`config.mk`:
```
export PLATFORM = sky130hd
export DESIGN_NAME = phase_resync_supervisor
export DESIGN_NICKNAME = d
export VERILOG_FILES = /design/src/rtl/phase_resync_pkg.sv /design/src/rtl/prs_score_unit.sv /design/src/rtl/prs_gap_unit.sv /design/src/rtl/prs_decide.sv /design/src/rtl/phase_resync_supervisor.sv
export SDC_FILE = /design/constraint.sdc
export NUM_CORES = 1
export LEC_CHECK = 0
export BUFFER_PORTS_ARGS = -buffer_cell sky130_fd_sc_hd__buf_2
export CORE_UTILIZATION = 45
export CTS_CLUSTER_SIZE = 16
export DETAILED_ROUTE_END_ITERATION = 8
export GPL_ROUTABILITY_DRIVEN = 0
export GPL_TIMING_DRIVEN = 0
export MAX_ROUTING_LAYER = met4
export PLACE_DENSITY = 0.67
export SKIP_LAST_GASP = 1
export SLEW_MARGIN = 20
export SYNTH_ARGS = -nofsm -noshare
export SYNTH_HDL_FRONTEND = slang
export SYNTH_SLANG_ARGS = --single-unit
```
`constraint.sdc`:
```
create_clock -name clk -period 2.59 [get_ports clk]
set_clock_uncertainty 0.15 [all_clocks]
set_input_delay 0.3885 -clock clk [delete_from_list [all_inputs] [get_ports clk]]
set_output_delay 0.3885 -clock clk [all_outputs]
set_load 0.01 [all_outputs]
```
`src/rtl/phase_resync_pkg.sv`:
```
// Shared types and sizes for the phase resynchronization supervisor.
// Assumes the configuration word holds two equal-width unsigned fields.
package phase_resync_pkg;

    localparam int FIELD_W = 4;
    localparam int CFG_W   = 2 * FIELD_W;

    // Upper field is the hold-off, lower field the trip level.
    typedef struct packed {
        logic [FIELD_W-1:0] hold_off;
        logic [FIELD_W-1:0] trip_level;
    } resync_cfg_t;

endpackage

```
`src/rtl/prs_score_unit.sv`:
```
// Error score keeper: asymmetric saturating up/down counter.
// Assumes id_proper is only meaningful while id_strobe is high.
// Presents the next value combinationally so the decision uses it.
module prs_score_unit #(
    parameter int SCORE_W   = 5,
    parameter int UP_STEP   = 1,
    parameter int DOWN_STEP = 2
) (
    input  logic               clk,
    input  logic               rst_n,
    input  logic               clear,
    input  logic               id_strobe,
    input  logic               id_proper,
    output logic [SCORE_W-1:0] score_next,
    output logic [SCORE_W-1:0] score_q
);

    localparam logic [SCORE_W-1:0] MAX_SCORE = {SCORE_W{1'b1}};
    localparam logic [SCORE_W-1:0] UP_V      = SCORE_W'(UP_STEP);
    localparam logic [SCORE_W-1:0] DOWN_V    = SCORE_W'(DOWN_STEP);

    // Compute the saturated next score from the current verdict.
    always_comb begin
        score_next = score_q;
        if (id_strobe) begin
            if (id_proper) begin
                score_next = (score_q >= DOWN_V) ? score_q - DOWN_V : '0;
            end else begin
                score_next = (score_q > MAX_SCORE - UP_V) ? MAX_SCORE : score_q + UP_V;
            end
        end
    end

    // Hold the score; clear on reset, on resync or while inactive.
    always_ff @(posedge clk) begin
        if (!rst_n) begin
            score_q <= '0;
        end else if (clear) begin
            score_q <= '0;
        end else begin
            score_q <= score_next;
        end
    end

endmodule

```
`src/rtl/prs_gap_unit.sv`:
```
// Channel-1 period gap counter since the last resync, saturating at its
// maximum. It is preset to the maximum on reset and while inactive, so a
// pending hold-off never delays the first resync.
module prs_gap_unit #(
    parameter int GAP_W = 4
) (
    input  logic             clk,
    input  logic             rst_n,
    input  logic             preset,
    input  logic             clear,
    input  logic             ch1_strobe,
    output logic [GAP_W-1:0] gap_next,
    output logic [GAP_W-1:0] gap_q
);

    localparam logic [GAP_W-1:0] MAX_GAP = {GAP_W{1'b1}};

    // Advance on each channel-1 period until saturated.
    always_comb begin
        gap_next = gap_q;
        if (ch1_strobe && (gap_q != MAX_GAP)) begin
            gap_next = gap_q + GAP_W'(1);
        end
    end

    // Hold the gap; preset wins over clear, clear over counting.
    always_ff @(posedge clk) begin
        if (!rst_n) begin
            gap_q <= MAX_GAP;
        end else if (preset) begin
            gap_q <= MAX_GAP;
        end else if (clear) begin
            gap_q <= '0;
        end else begin
            gap_q <= gap_next;
        end
    end

endmodule

```
`src/rtl/prs_decide.sv`:
```
// Resync decision: compares the updated score and gap with the configured
// limits and registers a one-cycle pulse. Assumes SCORE_W >= FIELD_W and
// GAP_W >= FIELD_W so zero extension keeps the comparisons exact.
module prs_decide
    import phase_resync_pkg::*;
#(
    parameter int SCORE_W = 5,
    parameter int GAP_W   = 4
) (
    input  logic               clk,
    input  logic               rst_n,
    input  logic               active,
    input  resync_cfg_t        cfg,
    input  logic [SCORE_W-1:0] score_next,
    input  logic [GAP_W-1:0]   gap_next,
    output logic               fire,
    output logic               pulse_q
);

    localparam int CMP_W = (SCORE_W > GAP_W) ? SCORE_W : GAP_W;

    logic [CMP_W-1:0] score_x;
    logic [CMP_W-1:0] gap_x;
    logic [CMP_W-1:0] trip_x;
    logic [CMP_W-1:0] hold_x;

    // Widen all operands to a common compare width.
    always_comb begin
        score_x = CMP_W'(score_next);
        gap_x   = CMP_W'(gap_next);
        trip_x  = CMP_W'(cfg.trip_level);
        hold_x  = CMP_W'(cfg.hold_off);
    end

    // Fire when active, score above trip level and hold-off met.
    always_comb begin
        fire = active && (score_x > trip_x) && (gap_x >= hold_x);
    end

    // Register the request as a single-cycle pulse.
    always_ff @(posedge clk) begin
        if (!rst_n) begin
            pulse_q <= 1'b0;
        end else begin
            pulse_q <= fire;
        end
    end

endmodule

```
`src/rtl/phase_resync_supervisor.sv`:
```
// Top of the phase resynchronization supervisor. It combines the score
// keeper, the period gap counter and the decision stage. Assumes strobes
// are single-cycle and synchronous to clk.
module phase_resync_supervisor
    import phase_resync_pkg::*;
#(
    parameter int SCORE_W = 5,
    parameter int GAP_W   = FIELD_W
) (
    input  logic             clk,
    input  logic             rst_n,
    input  logic [CFG_W-1:0] cfg_word,
    input  logic             resync_en,
    input  logic             ext_bypass,
    input  logic             id_strobe,
    input  logic             id_proper,
    input  logic             ch1_strobe,
    output logic             resync_pulse
);

    resync_cfg_t        cfg;
    logic               active;
    logic               fire;
    logic               clear_cnt;
    logic [SCORE_W-1:0] score_next;
    logic [SCORE_W-1:0] score_q;
    logic [GAP_W-1:0]   gap_next;
    logic [GAP_W-1:0]   gap_q;

    // Split the word into its fields and qualify the mechanism.
    always_comb begin
        cfg       = resync_cfg_t'(cfg_word);
        active    = resync_en && !ext_bypass;
        clear_cnt = fire || !active;
    end

    prs_score_unit #(
        .SCORE_W   (SCORE_W),
        .UP_STEP   (1),
        .DOWN_STEP (2)
    ) u_score (
        .clk        (clk),
        .rst_n      (rst_n),
        .clear      (clear_cnt),
        .id_strobe  (id_strobe),
        .id_proper  (id_proper),
        .score_next (score_next),
        .score_q    (score_q)
    );

    prs_gap_unit #(
        .GAP_W (GAP_W)
    ) u_gap (
        .clk        (clk),
        .rst_n      (rst_n),
        .preset     (!active),
        .clear      (fire),
        .ch1_strobe (ch1_strobe),
        .gap_next   (gap_next),
        .gap_q      (gap_q)
    );

    prs_decide #(
        .SCORE_W (SCORE_W),
        .GAP_W   (GAP_W)
    ) u_decide (
        .clk        (clk),
        .rst_n      (rst_n),
        .active     (active),
        .cfg        (cfg),
        .score_next (score_next),
        .gap_next   (gap_next),
        .fire       (fire),
        .pulse_q    (resync_pulse)
    );

endmodule

```
==> results of run 1 <==
critical path, delay by kind of cell, from the launching register on:
family | cells | cell delay, ns
AOI/OAI and AO/OA | 5 | 0.99
adders and majority gates | 2 | 0.43
DFF | 1 | 0.37
and+or+nand+nor | 3 | 0.37
buffers and inverters | 2 | 0.23
final timing paths:
check                        to  slack (ns)  depth (start not counted)
max          u_score.score_q[2]       -0.02                         12
min              u_gap.gap_q[2]        0.46                          4
min reg2reg      u_gap.gap_q[0]        0.52                          2
max reg2reg  u_score.score_q[2]       -0.02                         12
through the flow:
step / area, µm² / instances / util (%) / setup TNS (ns) / power [mW]
final: 1360 / 168 / 69.1 / -0.0306 / 0.437
after global routing: 1360 / 168 / 69.1 / -0.875 / 0.461
after CTS: 1220 / 166 / 62.2 / -0.0558 / 0.414
after detailed placement: 1060 / 156 / 53.9 / -2.20 / 0.256
after global placement: 1060 / 156 / 53.9 / -1.52 / 0.253
after floorplan: 953 / 115 / - / 0 / 0.232
cell type report:
cell class,instances,area (µm²),area share [%]
plain buffers,3,15.0,1.11
clock buffers,4,36.3,2.68
inverters,12,50.0,3.69
multi-input cells,90,877,64.7
flip-flops and latches,10,210,15.5
well taps,27,33.8,2.49
repair buffers,22,134,9.87
cells in the mapped netlist, types with 2 or more instances:
library cell	instances
nor2b_1	6
and3_1	3
nand2_1	6
o31ai_1	2
nand4_1	4
a21boi_1	3
o22a_1	2
o21ai_0	6
nor2_1	4
a21oi_1	7
a31oi_1	2
o22ai_1	2
nand2b_1	3
inv_1	12
nand3_1	8
ha_1	14
dfxtp_1	10
o211ai_1	2
kinds of logic after synthesis:
logic type	Yosys count	synth area share [%]
simple gates	39	24.5
compound gates	34	26.3
buf+inv	15	6.12
fa+ha+maj	14	18.6
flops	10	21.3
mux	2	2.26
xor+xnor	1	0.931
power by group:
part | switching, mW | total, mW | internal (mW)
Sequential | 0.00513 | 0.160 | 0.155
Clock | 0.0538 | 0.139 | 0.0854
Combinational | 0.0700 | 0.137 | 0.0673
routing by layer:
| metal | wire length (µm) | up-vias | global-route usage [%] |
|---|---|---|---|
| met5 | 0 | - | - |
| met4 | 42 | 0 | 10.0 |
| li1 | - | 474 | - |
| met3 | 72 | 5 | 2.26 |
| met1 | 1090 | 435 | 27.7 |
| met2 | 1130 | 23 | 29.2 |
state kept, by name, summed over array words and instances (netlist names):
signal	cells
u_score.score_q	5
u_gap.gap_q	4
u_decide.pulse_q	1
timing repair:
item | in CTS | in global routing
buffers inserted | 6 | 2
cloned | 0 | 0
setup endpoints to repair | 10 | 10
gates resized for setup | 22 | 24
pin swaps | 8 | 17
==> results.rst, run 1 <==
.. list-table::
   :header-rows: 1

   * - Metric
     - Value
   * - Number of enable-type register cells in the synthesized netlist
     - 0
   * - Top achievable clock speed
     - 383 MHz
   * - Routed wire length per instance
     - roughly 14 µm
   * - Minimum period implied by the final worst setup slack
     - approximately 2.6 ns
   * - Worst hold start
     - ch1_strobe
   * - CTS Buffer Depth
     - 2
   * - 1st-iter DRT viols
     - 19
   * - Path category of the worst min-delay check
     - in2reg
   * - Number of antenna violations at the first check in global routing
     - 0
   * - Clock-pin transition on the worst setup and hold timing paths
     - ~0.06 ns
   * - Average size of a mapped cell
     - between 8 and 9 µm²
   * - Critical-path cell with the highest stage delay
     - dfxtp_4
   * - Async S/R FF share, synth
     - 0%
   * - Post-synth net total
     - around 140
   * - Summed instance area of the synthesized netlist
     - roughly 940 µm²
   * - Antenna diode count
     - 0
   * - Via-to-Cell Ratio
     - about 5.6
   * - Max-slew violation total from the final report
     - 0
   * - Endpoints failing setup
     - 2
   * - Pin count of the biggest net entering global routing
     - 11
   * - Startpoint of the worst-slack reg-to-reg timing path
     - u_score.score_q[2]
   * - Die footprint
     - 2280 µm²
   * - Violated checks
     - negative setup slack
   * - Post-CTS Hold Fix Bufs
     - 0
   * - First-pass GRT wire length
     - between 3000 and 4000 µm
   * - Number of inserted filler cells in the final layout
     - ~170
   * - Register area share after synthesis
     - between 20% and 30%
   * - VDD IR max
     - 0.000275 V
   * - Insertion delay of the later-clocked pin in the worst-skew pair
     - roughly 0.27 ns
   * - Leading cell type in the layout, fill and taps excluded
     - buf_2
   * - Worst Setup Start Kind
     - register
   * - Wire length after detailed routing
     - 2340 µm
   * - Post-Place Worst Slack
     - -0.302 ns
   * - Power per cell area
     - 322 nW/µm²
   * - Number of CTS-inserted buffers
     - 3
   * - Worst path required time
     - 2.63 ns
   * - Number of placement rows
     - 16
   * - Yosys top cell area share
     - a little over a fifth
   * - Crit share post-route
     - 101%
   * - Run status
     - finished with violations
   * - Most instantiated flip-flop cell in the synthesis netlist
     - dfxtp_1
   * - Initial Util
     - 48.0%
   * - Worst setup slack after layout
     - -0.0223 ns
   * - Largest fanout on the critical path
     - 6
   * - Placed wire-length estimate after detailed placement
     - 1440 µm
   * - Arr. time, crit path
     - ~2.7 ns
   * - Max-capacitance violation count
     - 0
   * - Worst stage delay on the critical path
     - 0.37 ns
   * - Combined global-route utilization of all metal layers
     - between 20% and 30%
   * - Total count of hold-check failures in the final report
     - 0
   * - Kind of end point of the critical path
     - register
   * - Ranking of synthesized cells by area
     - dfxtp_1 (21%), ha_1 (19%), inv_1 (4.8%), nand3_1 (4.3%), nor2b_1 (4.0%)
   * - Antenna-violating nets left
     - 0
   * - Type of the worst setup path
     - reg2reg
   * - CTS Root Cell
     - clkbuf_4
   * - Worst slack on hold paths
     - between 0.4 and 0.5 ns
   * - Chip Width
     - 47.7 µm
   * - Cell type contributing the most total cell area after synthesis
     - dfxtp_1
   * - Grt total ovfl
     - 0
   * - Critical Path Start
     - u_score.score_q[2]
   * - Critical path, cell by cell
     - inv_4 -> ha_4 -> nor2b_4 -> buf_4 -> nor2_1 -> o22a_1 -> o22ai_1 -> ha_1 -> a21oi_2 -> o2bb2ai_4 -> nand4_4 -> a21boi_2
   * - Fraction of layout cells with a size suffix above 1
     - a little under half
   * - Worst Tran Pin Value
     - between 0.5 and 0.6 ns
   * - Leakage power
     - 0.559 nW
   * - Post-synthesis register bit count
     - 10
   * - TritonCTS clock tree
     - yes
   * - CTS H-Tree Depth
     - 1
   * - Die Y
     - around 48 µm
   * - Number of port buffers
     - 14
   * - Warning count from the yosys run
     - 0
   * - Synthesized instance count
     - approximately 120
   * - Floorplan core area
     - roughly 2000 µm²
   * - Worst max-slew margin expressed relative to the limit
     - a little over three fifths
   * - I/O pin total
     - 16
   * - Most frequent cells in the layout
     - buf_2 (14), inv_1 (10), nand3_1 (8), buf_4 (8), ha_1 (8)
   * - Distinct cell type count after synthesis
     - 37
   * - First drt pass iteration count
     - 4
   * - RSZ-0062 raised after global routing
     - true
   * - Vias in the first global route
     - between 600 and 700
   * - Number of sinks driven by the clock tree
     - 10
   * - Area growth from synthesis to layout
     - 44.1%
   * - Net count, final
     - 171
   * - Total number of vias
     - between 900 and 1000
   * - Remaining DRCs
     - 0
No activity file was read; power rests on OpenSTA's default activity.
==> run 2, diff against run 1 <==
--- a/config.mk
+++ b/config.mk
@@ -12,7 +12,7 @@
 export GPL_ROUTABILITY_DRIVEN = 0
 export GPL_TIMING_DRIVEN = 0
 export MAX_ROUTING_LAYER = met4
-export PLACE_DENSITY = 0.67
+export PLACE_DENSITY_LB_ADDON = 0.3
 export SKIP_LAST_GASP = 1
 export SLEW_MARGIN = 20
 export SYNTH_ARGS = -nofsm -noshare
==> run 2 against run 1 <==
Net effect:
- the run still ends with negative setup slack left
- maximum frequency decreased by 2.4%
- register-to-register slack got worse by 0.06 ns
- design area decreased by 3.0%
- critical path type unchanged
- critical endpoint is now u_gap.gap_q[2]
- largest cell class unchanged
- largest power group unchanged
==> results.rst, run 2 (same netlist as run 1, synthesis figures left out) <==
.. list-table::
   :header-rows: 1

   * - Metric
     - Value
   * - Placed wire-length estimate after detailed placement
     - 1480 µm (+3.3%)
   * - Insertion delay of the later-clocked pin in the worst-skew pair
     - 0.27 ns (about the same)
   * - Post-route cell area
     - 1320 µm² (-3.0%)
   * - Total number of vias
     - 928 (-0.96%)
   * - Floorplan core area
     - 1960 µm² (unchanged)
   * - Die Y
     - 47.7 µm (unchanged)
   * - First drt pass iteration count
     - 4 (unchanged)
   * - Setup slack of the worst register-to-register path
     - -0.09 ns (-0.06 ns)
   * - CTS H-Tree Depth
     - 1 (unchanged)
   * - Antenna diode count
     - 0 (unchanged)
   * - Critical Path Start
     - u_score.score_q[2]
   * - Number of standard cells in the final layout excluding fillers
     - 170 (+1.2%)
   * - Die footprint
     - 2280 µm² (unchanged)
   * - Critical R2R Capture
     - u_gap.gap_q[2]
   * - CTS Root Cell
     - clkbuf_4
   * - Worst Tran Pin Value
     - 0.526 ns (-0.0242 ns)
   * - Net count, final
     - 173 (+1.2%)
   * - Area occupied by multi-input gates
     - 827 µm² (-5.7%)
   * - Capturing element of the worst setup path
     - u_gap.gap_q[2]
   * - Violated checks
     - negative setup slack
   * - Number of placement rows
     - 16 (unchanged)
   * - Worst path required time
     - 2.65 ns (+0.02 ns)
   * - Worst setup slack after layout
     - -0.0869 ns (-0.0646 ns)
   * - Antenna-violating nets left
     - 0 (unchanged)
   * - Chip Width
     - 47.7 µm (unchanged)
   * - I/O pin total
     - 16 (unchanged)
   * - Initial Util
     - 48.0% (unchanged)
   * - Leading cell type in the layout, fill and taps excluded
     - buf_2
   * - Worst Setup Start Kind
     - register
   * - Vias in the first global route
     - 812 (+16%)
   * - Startpoint of the worst-slack reg-to-reg timing path
     - u_score.score_q[2]
   * - Max FFs per register
     - 5 (unchanged)
   * - Max-capacitance violation count
     - 0 (unchanged)
   * - Top achievable clock speed
     - 374 MHz (-2.4%)
   * - Minimum period implied by the final worst setup slack
     - 2.68 ns (+0.0646 ns)
   * - Wire length after detailed routing
     - 2300 µm (-1.5%)
   * - Placed Instances
     - 156 (unchanged)
   * - Max-slew violation total from the final report
     - 0 (unchanged)
   * - Post-CTS Hold Fix Bufs
     - 0 (unchanged)
   * - Cell depth of the worst flop-to-flop path
     - 13 (+1)
   * - Type of the worst setup path
     - reg2reg
   * - Number of sinks driven by the clock tree
     - 10 (unchanged)
   * - TritonCTS clock tree
     - yes
   * - Most frequent cells in the layout
     - buf_2 (15), inv_1 (10), ha_1 (10), buf_4 (10), nand3_1 (8)
   * - Pin count of the biggest net entering global routing
     - 11 (unchanged)
   * - Largest regs
     - u_score.score_q (5), u_gap.gap_q (4), u_decide.pulse_q (1)
   * - Worst max-slew margin expressed relative to the limit
     - 64.5% (+1.2 points)
   * - Leakage power
     - 0.568 nW (+1.5%)
   * - Remaining DRCs
     - 0 (unchanged)
   * - Grt total ovfl
     - 0 (unchanged)
   * - Crit share post-route
     - 103% (+2.5 points)
   * - 1st-iter DRT viols
     - 25 (+6)
   * - Routed wire length per instance
     - 13.5 µm (-2.7%)
   * - Number of CTS-inserted buffers
     - 3 (unchanged)
   * - Area growth from synthesis to layout
     - 39.8%
   * - Sequential cell area
     - 213 µm² (+1.2%)
   * - Run status
     - finished with violations
   * - VDD IR max
     - 0.000378 V (+38%)
   * - Endpoints failing setup
     - 8 (+6)
   * - Kind of end point of the critical path
     - register
   * - Combined global-route utilization of all metal layers
     - 22.6% (+2.3 points)
   * - Total count of hold-check failures in the final report
     - 0 (unchanged)
   * - Largest fanout on the critical path
     - 5 (-1)
   * - Path category of the worst min-delay check
     - in2reg
   * - Clock-pin transition on the worst setup and hold timing paths
     - 0.07 ns (about the same)
   * - Register with the highest flop count
     - u_score.score_q
   * - Via-to-Cell Ratio
     - 5.46 (-2.1%)
   * - Arr. time, crit path
     - 2.74 ns (+0.08 ns)
   * - Power per cell area
     - 333 nW/µm² (+3.5%)
   * - RSZ-0062 raised after global routing
     - true
   * - Number of inserted filler cells in the final layout
     - 176 (+1.7%)
   * - Fraction of layout cells with a size suffix above 1
     - 42.7% (-2.7 points)
   * - CTS Buffer Depth
     - 2 (unchanged)
   * - Total cell area at the placement stage
     - 1060 µm² (unchanged)
   * - Post-Place Worst Slack
     - -0.284 ns (+0.0173 ns)
   * - First-pass GRT wire length
     - 3450 µm (+12%)
   * - Number of port buffers
     - 14 (unchanged)
   * - Number of antenna violations at the first check in global routing
     - 0 (unchanged)
-- run 2: cell types whose count changed in the layout (fill, tap and decap cells not counted), sizes merged --
cell  previous run  this run
buf             24        26
-- run 2: worst min-delay path by stage --
| stage | cells after the start | startpoint | slack [ns] | to |
|---|---|---|---|---|
| global placement | 2 | u_gap.gap_q[0] | 0.52 | u_gap.gap_q[0] |
| floorplan | 2 | u_score.score_q[0] | 0.43 | u_score.score_q[0] |
| global route | 4 | ch1_strobe | 0.47 | u_gap.gap_q[2] |
| finish | 4 | ch1_strobe | 0.44 | u_gap.gap_q[2] |
| detailed placement | 2 | u_gap.gap_q[0] | 0.53 | u_gap.gap_q[0] |
| CTS | 4 | ch1_strobe | 0.42 | u_gap.gap_q[2] |
-- run 2: per-layer routing --
metal / global-route usage [%] / wire [µm] / vias up
met5: - / 0 / -
met4: 9.44 / 43 / 0
met3: 4.53 / 46 / 4
met2: 36.5 / 1130 / 13
met1: 27.1 / 1080 / 430
li1: - / - / 481
-- run 2: worst max-delay path: stages, from the launching register on --
cell and delay, ns:
dfxtp_4 0.37, inv_4 0.05, ha_4 0.14, nor2b_4 0.13, o31ai_4 0.25, o21ai_2 0.08, a2bb2oi_2 0.17, ha_1 0.30
nor2b_4 0.13, o211ai_1 0.27, o2bb2ai_4 0.19, buf_4 0.16, nand4_1 0.11, nand3_1 0.11
-- run 2: what timing repair did --
action	4_1_cts	5_1_grt
pin swaps	6	12
endpoints found under the setup margin	10	10
cloned	0	0
resized for setup	20	16
buffers inserted	8	2
-- run 2: final cells by class --
class	count	share of cell area, %
Buffer	3	0.951
Clock buffer	4	2.76
Inverter	12	3.62
Multi-Input combinational cell	90	62.9
Sequential cell	10	16.2
Tap cell	27	2.57
Timing Repair Buffer	24	11.0
-- run 2: per-stage QoR --
step / utilization (%) / total power, mW / TNS [ns] / hold slack [ns]
2_1_floorplan: - / 0.232 / 0 / 0.428
3_3_place_gp: 53.9 / 0.254 / -1.65 / 0.519
3_5_place_dp: 53.9 / 0.257 / -1.95 / 0.527
4_1_cts: 62.8 / 0.417 / 0 / 0.417
5_1_grt: 67.0 / 0.459 / -1.74 / 0.471
6_report: 67.0 / 0.438 / -0.424 / 0.435
-- run 2: power by group --
| part | leakage, nW | switching [mW] | internal [mW] | total (mW) |
|---|---|---|---|---|
| logic | 0.464 | 0.0686 | 0.0692 | 0.138 |
| registers | 0.0827 | 0.00416 | 0.154 | 0.159 |
| clock network | 0.0210 | 0.0566 | 0.0855 | 0.142 |
